`config.mk`:
```
export PLATFORM = sky130hd
export DESIGN_NAME = wds_drain_sched
export DESIGN_NICKNAME = d
export VERILOG_FILES = /design/src/rtl/wds_pkg.sv /design/src/rtl/wds_queue.sv /design/src/rtl/wds_picker.sv /design/src/rtl/wds_batch_ctl.sv /design/src/rtl/wds_drain_sched.sv
export SDC_FILE = /design/constraint.sdc
export NUM_CORES = 1
export LEC_CHECK = 0
export CAP_MARGIN = 5
export CORE_ASPECT_RATIO = 0.9
export CORE_MARGIN = 10
export CORE_UTILIZATION = 48
export DETAILED_ROUTE_END_ITERATION = 12
export PLACE_DENSITY = 0.68
export SLEW_MARGIN = 20
export SYNTH_ARGS = -nofsm -noshare
export SYNTH_HDL_FRONTEND = slang
export SYNTH_HIERARCHICAL = 1
export SYNTH_SLANG_ARGS = --single-unit
```
`constraint.sdc`:
```
create_clock -name clk -period 6.5 [get_ports clk]
set_input_delay 1.3 -clock clk [delete_from_list [all_inputs] [get_ports clk]]
set_output_delay 1.3 -clock clk [all_outputs]
set_load 0.01 [all_outputs]
```
`src/rtl/wds_pkg.sv`:
```
package wds_pkg;
    localparam int RANK_W    = 1;
    localparam int BANK_W    = 2;
    localparam int ROW_W     = 8;
    localparam int SLOT_W    = RANK_W + BANK_W;
    localparam int NUM_SLOTS = 1 << SLOT_W;

    typedef struct packed {
        logic [RANK_W-1:0] rank;
        logic [BANK_W-1:0] bank;
        logic [ROW_W-1:0]  row;
    } wr_desc_t;

    typedef enum logic {
        ST_IDLE  = 1'b0,
        ST_DRAIN = 1'b1
    } batch_st_t;

    function automatic logic [SLOT_W-1:0] slot_of(input wr_desc_t d);
        return {d.rank, d.bank};
    endfunction
endpackage

```
`src/rtl/wds_queue.sv`:
```
module wds_queue
    import wds_pkg::*;
#(
    parameter int DEPTH = 8,
    localparam int CNT_W = $clog2(DEPTH + 1),
    localparam int IDX_W = (DEPTH > 1) ? $clog2(DEPTH) : 1
) (
    input  logic             clk,
    input  logic             rst,
    input  logic             push,
    input  wr_desc_t         push_d,
    input  logic             pop,
    input  logic [IDX_W-1:0] pop_idx,
    output wr_desc_t         slots [DEPTH],
    output logic [CNT_W-1:0] occ
);
    wr_desc_t         nxt [DEPTH];
    logic [CNT_W-1:0] occ_mid;
    logic [CNT_W-1:0] occ_nxt;

    always_comb begin
        for (int i = 0; i < DEPTH; i++) nxt[i] = slots[i];
        occ_mid = occ;
        if (pop) begin
            for (int i = 0; i < DEPTH - 1; i++) begin
                if (IDX_W'(i) >= pop_idx) nxt[i] = slots[i + 1];
            end
            occ_mid = occ - CNT_W'(1);
        end
        occ_nxt = occ_mid;
        if (push) begin
            for (int i = 0; i < DEPTH; i++) begin
                if (CNT_W'(i) == occ_mid) nxt[i] = push_d;
            end
            occ_nxt = occ_mid + CNT_W'(1);
        end
    end

    always_ff @(posedge clk) begin
        if (rst) occ <= '0;
        else     occ <= occ_nxt;
    end

    always_ff @(posedge clk) begin
        for (int i = 0; i < DEPTH; i++) slots[i] <= nxt[i];
    end
endmodule

```
`src/rtl/wds_picker.sv`:
```
module wds_picker
    import wds_pkg::*;
#(
    parameter int DEPTH = 8,
    localparam int CNT_W = $clog2(DEPTH + 1),
    localparam int IDX_W = (DEPTH > 1) ? $clog2(DEPTH) : 1
) (
    input  wr_desc_t                  slots [DEPTH],
    input  logic [CNT_W-1:0]          occ,
    input  logic [NUM_SLOTS*ROW_W-1:0] open_rows,
    input  logic [NUM_SLOTS-1:0]      open_vld,
    output logic [IDX_W-1:0]          pick_idx,
    output logic                      pick_hit
);
    logic [DEPTH-1:0] hit_vec;

    generate
        for (genvar g = 0; g < DEPTH; g++) begin : g_hit
            logic [SLOT_W-1:0] s;
            assign s = slot_of(slots[g]);
            assign hit_vec[g] = (CNT_W'(g) < occ) && open_vld[s]
                              && (open_rows[s*ROW_W +: ROW_W] == slots[g].row);
        end
    endgenerate

    always_comb begin
        pick_idx = '0;
        pick_hit = 1'b0;
        if (occ > CNT_W'(1)) begin
            for (int i = 0; i < DEPTH; i++) begin
                if (!pick_hit && hit_vec[i]) begin
                    pick_hit = 1'b1;
                    pick_idx = IDX_W'(i);
                end
            end
        end
    end
endmodule

```
`src/rtl/wds_batch_ctl.sv`:
```
module wds_batch_ctl
    import wds_pkg::*;
#(
    parameter int THR_W = 4
) (
    input  logic             clk,
    input  logic             rst,
    input  logic             drain_start,
    input  logic [THR_W-1:0] drain_thr,
    input  logic             q_empty,
    input  logic             fire,
    output logic             draining,
    output logic             issue_en,
    output logic             drain_done,
    output logic [THR_W-1:0] issued_cnt,
    output logic [THR_W-1:0] thr_lat
);
    batch_st_t st_q;
    logic      stop;

    assign draining   = (st_q == ST_DRAIN);
    assign stop       = (issued_cnt >= thr_lat) || q_empty;
    assign issue_en   = draining && !stop;
    assign drain_done = draining && stop;

    always_ff @(posedge clk) begin
        if (rst) begin
            st_q       <= ST_IDLE;
            issued_cnt <= '0;
            thr_lat    <= '0;
        end else begin
            case (st_q)
                ST_IDLE: if (drain_start) begin
                    st_q       <= ST_DRAIN;
                    issued_cnt <= '0;
                    thr_lat    <= drain_thr;
                end
                ST_DRAIN: begin
                    if (stop)      st_q <= ST_IDLE;
                    else if (fire) issued_cnt <= issued_cnt + THR_W'(1);
                end
                default: st_q <= ST_IDLE;
            endcase
        end
    end
endmodule

```
`src/rtl/wds_drain_sched.sv`:
```
module wds_drain_sched
    import wds_pkg::*;
#(
    parameter int DEPTH       = 8,
    parameter int THR_W       = 4,
    parameter int SIZE_W      = 8,
    parameter int BURST_BYTES = 64
) (
    input  logic                       clk,
    input  logic                       rst,
    input  logic                       enq_valid,
    input  logic [RANK_W-1:0]          enq_rank,
    input  logic [BANK_W-1:0]          enq_bank,
    input  logic [ROW_W-1:0]           enq_row,
    input  logic [SIZE_W-1:0]          enq_size,
    output logic                       enq_full,
    output logic                       enq_err,
    input  logic [NUM_SLOTS*ROW_W-1:0] open_rows,
    input  logic [NUM_SLOTS-1:0]       open_vld,
    input  logic                       drain_start,
    input  logic [THR_W-1:0]           drain_thr,
    output logic                       iss_valid,
    input  logic                       iss_ready,
    output logic [RANK_W-1:0]          iss_rank,
    output logic [BANK_W-1:0]          iss_bank,
    output logic [ROW_W-1:0]           iss_row,
    output logic                       drain_done
);
    localparam int CNT_W = $clog2(DEPTH + 1);
    localparam int IDX_W = (DEPTH > 1) ? $clog2(DEPTH) : 1;
    localparam logic [SIZE_W-1:0] SIZE_LIM = SIZE_W'(BURST_BYTES);

    wr_desc_t         slots [DEPTH];
    wr_desc_t         push_d;
    wr_desc_t         sel_d;
    logic [CNT_W-1:0] occ;
    logic [IDX_W-1:0] pick_idx;
    logic             pick_hit;
    logic             push, fire, draining, issue_en;
    logic [THR_W-1:0] issued_cnt, thr_lat;

    assign push_d   = '{rank: enq_rank, bank: enq_bank, row: enq_row};
    assign enq_full = (occ == CNT_W'(DEPTH));
    assign enq_err  = enq_valid && (enq_size > SIZE_LIM);
    assign push     = enq_valid && !enq_full && !enq_err;
    assign fire     = iss_valid && iss_ready;

    wds_queue #(.DEPTH(DEPTH)) u_queue (
        .clk(clk), .rst(rst), .push(push), .push_d(push_d),
        .pop(fire), .pop_idx(pick_idx), .slots(slots), .occ(occ)
    );

    wds_picker #(.DEPTH(DEPTH)) u_pick (
        .slots(slots), .occ(occ), .open_rows(open_rows), .open_vld(open_vld),
        .pick_idx(pick_idx), .pick_hit(pick_hit)
    );

    wds_batch_ctl #(.THR_W(THR_W)) u_ctl (
        .clk(clk), .rst(rst), .drain_start(drain_start), .drain_thr(drain_thr),
        .q_empty(occ == '0), .fire(fire), .draining(draining),
        .issue_en(issue_en), .drain_done(drain_done),
        .issued_cnt(issued_cnt), .thr_lat(thr_lat)
    );

    assign sel_d     = slots[pick_idx];
    assign iss_valid = issue_en;
    assign iss_rank  = sel_d.rank;
    assign iss_bank  = sel_d.bank;
    assign iss_row   = sel_d.row;
endmodule


```
==> results.md <==
- The flow ran to the end, and the final reports show no timing, DRC or antenna violations.
- The number of rows in the core area is 52.
- The core area is 22320 µm².
- The count of routing violations after the opening detailed-route iteration is 1092.
- The total clock buffers created by CTS is 9.
- The starting density of the core is 48.54%.
- The wire length of the first global-routing pass is 56100 µm.
- The top metal layer carrying routed signals is met4.
- Synthesis produced 794 cells.
- The share of layout cells above drive strength 1 is 50.35%.
- Global routing used 25.67% of the available tracks across all layers.
- Data on the critical path arrives at its endpoint at 5.12 ns.
- The wire length on met1 is 14350 µm.
- The wire-length estimate of the detail-placed layout is 28370 µm.
- The worst slew margin relative to its limit is 21.58%.
- The slew at the pin closest to its max-slew limit is 1.175 ns.
- The tool flagged a number of max-cap violations equal to 0.
- The peak clock frequency supported by timing is 0.1559 GHz.
- The power density over the cells is 203.3 nW/µm².
- The hold buffer count at cts is 0.
- The worst clock skew on the final layout is 0.01401 ns.
- The number of antenna violations at the first check in global routing is 0.
- In this run the static leakage power is 5.050 nW.
- The combined area of all synthesized cells is 10830 µm².
- The number of H-tree levels is 3.
- Adding up every negative setup slack in the final design gives 0 ns.
- The total wirelength of the detailed-routed design is 37980 µm.
- In this run the horizontal extent of the chip is 178.4 µm.
- The floorplan step defined a die boundary enclosing 28990 µm².
- The global-route congestion overflow total is 0.
- The final antenna-violating net count is 0.
- The worst setup path is launched from a primary input.
- Dividing the final minimum period by the clock period gives 98.70%.
- The area added between synthesis and finish is 23.91%.
- For the worst-skew pair, the clock arrives at the later sink with an insertion delay of 0.36 ns.
- The die boundary height is 162.5 µm.
- In the detailed route, the total length drawn on met3 is 4178 µm.
- The maximum number of pins on one net before global-route repair is 22.
- The final total power is 2.729 mW.
- The total setup violations reported at the end of the flow is 0.
- The top cell types in the final layout, fill and taps aside, are 138 x mux2_2, 138 x buf_4, 132 x mux4_2, 92 x clkdlybuf4s50_1, 90 x dfxtp_1.
- Setup repair after global routing left no endpoint under its margin.
- Clock tree synthesis found a total of 101 sinks.
- The total number of yosys warnings is 6.
- The total number of vias is 8828.
- The worst setup path category is in2out.
- In the routed design, unresolved DRC markers number 0.
- The number of antenna diodes in the final layout is 0.
- At the end of the flow, the number of nets in the layout was 1110.
- The peak supply drop is 112.6 µV.
- In this run the mean area of a mapped cell was 13.64 µm².
- The count of input and output buffers is 114.
- The hold violation total from the final report is 0.
- The via count of the first global-routing pass is 8951.
- The wire length per cell after detailed routing is 29.17 µm.
- After detailed routing, the met2 layer carries 17970 µm of wire.
- The ratio of routed vias to standard cells is 6.780.
- The clock edge transition at the registers on the reported setup and hold paths is 0.07 ns.
- The congestion estimate from routability-driven global placement came to 1.001.
- The max-slew violation count was 0.
- The synthesized net count is 904.
- The first-pass detailed-route iteration total is 5.
- The clock period minus final worst setup slack is 6.415 ns.
- Data on the critical path is required at its endpoint by 5.20 ns.
- STA classifies the critical path endpoint as a primary output.
- In this run the count of I/O pins placed on the die edge is 115.
- In this run the worst hold path is classified as reg2reg.
- The root buffer cell chosen for the clock tree is clkbuf_16.
- In this run the worst path has a maximum fanout of 5.
- The clock passes through at most 2 buffers.
- The CTS tree is done.
[registers in the layout, indices dropped and copies added, names as in the netlist]
register and flops:
u_ctl/draining 1, u_ctl/issued_cnt 4, u_ctl/thr_lat 4, u_queue/occ 4, u_queue/slots 88
[report_power, final]
group / switching, mW / internal, mW / total [mW] / leakage (nW)
Sequential: 0.191 / 0.712 / 0.902 / 0.836
Clock: 0.253 / 0.281 / 0.534 / 0.144
Combinational: 0.544 / 0.748 / 1.29 / 4.07
[metrics by stage]
step           hold WS, ns  instance area, µm²  std cells  util, %  setup slack (ns)
2_1_floorplan       0.4575               10830        794        -             1.038
3_3_place_gp        0.4761               13030       1283    58.38           -0.1341
3_5_place_dp        0.4891               13030       1283    58.38           -0.1812
4_1_cts             0.5099               13350       1300    59.83         0.0007847
5_1_grt             0.5409               13420       1302    60.15          0.009236
6_report            0.4982               13420       1302    60.15           0.08477
[final timing paths]
kind	start	end	slack, ns	cells after the start
setup / recovery	open_rows[52]	iss_rank	0.08	13
hold / removal	u_ctl/thr_lat[3]$_SDFFE_PP0P_	u_ctl/thr_lat[3]$_SDFFE_PP0P_	0.50	2
setup reg to reg	u_queue/slots[8]$_DFFE_PP_	u_queue/slots[63]$_DFF_P_	1.57	16
hold reg to reg	u_ctl/thr_lat[3]$_SDFFE_PP0P_	u_ctl/thr_lat[3]$_SDFFE_PP0P_	0.50	2
[per-layer routing]
layer,global-route usage (%),up-vias
met4,10.10,0
met1,32.16,4397
met2,41.80,650
li1,-,3691
met3,6.398,90
met5,0,-
[critical path: stages]
cell and delay [ns]:
clkdlybuf4s50_1 0.44, mux4_2 0.48, mux2i_2 0.21, xor2_1 0.29, nand4_1 0.15, nor4b_2 0.37, a41oi_2 0.18, o211ai_1 0.22
and3_4 0.33, clkbuf_16 0.18, mux4_1 0.53, mux2_2 0.30, clkbuf_2 0.13
[area by class of cell]
cell class | count | area [µm²]
flip-flops and latches | 101 | 2132
clock buffers | 11 | 252.7
well taps | 297 | 371.6
inverters | 11 | 41.29
multi-input cells | 617 | 8298
repair buffers | 260 | 2296
fillers | 1782 | 8894
clock inverters | 5 | 31.28
[timing repair]
action	CTS	global route
buffers inserted	0	0
cloned	1	2
resized for setup	25	38
setup endpoints to repair	11	11
pin swaps	4	11
Note: power is estimated with default switching activity, not from simulation.
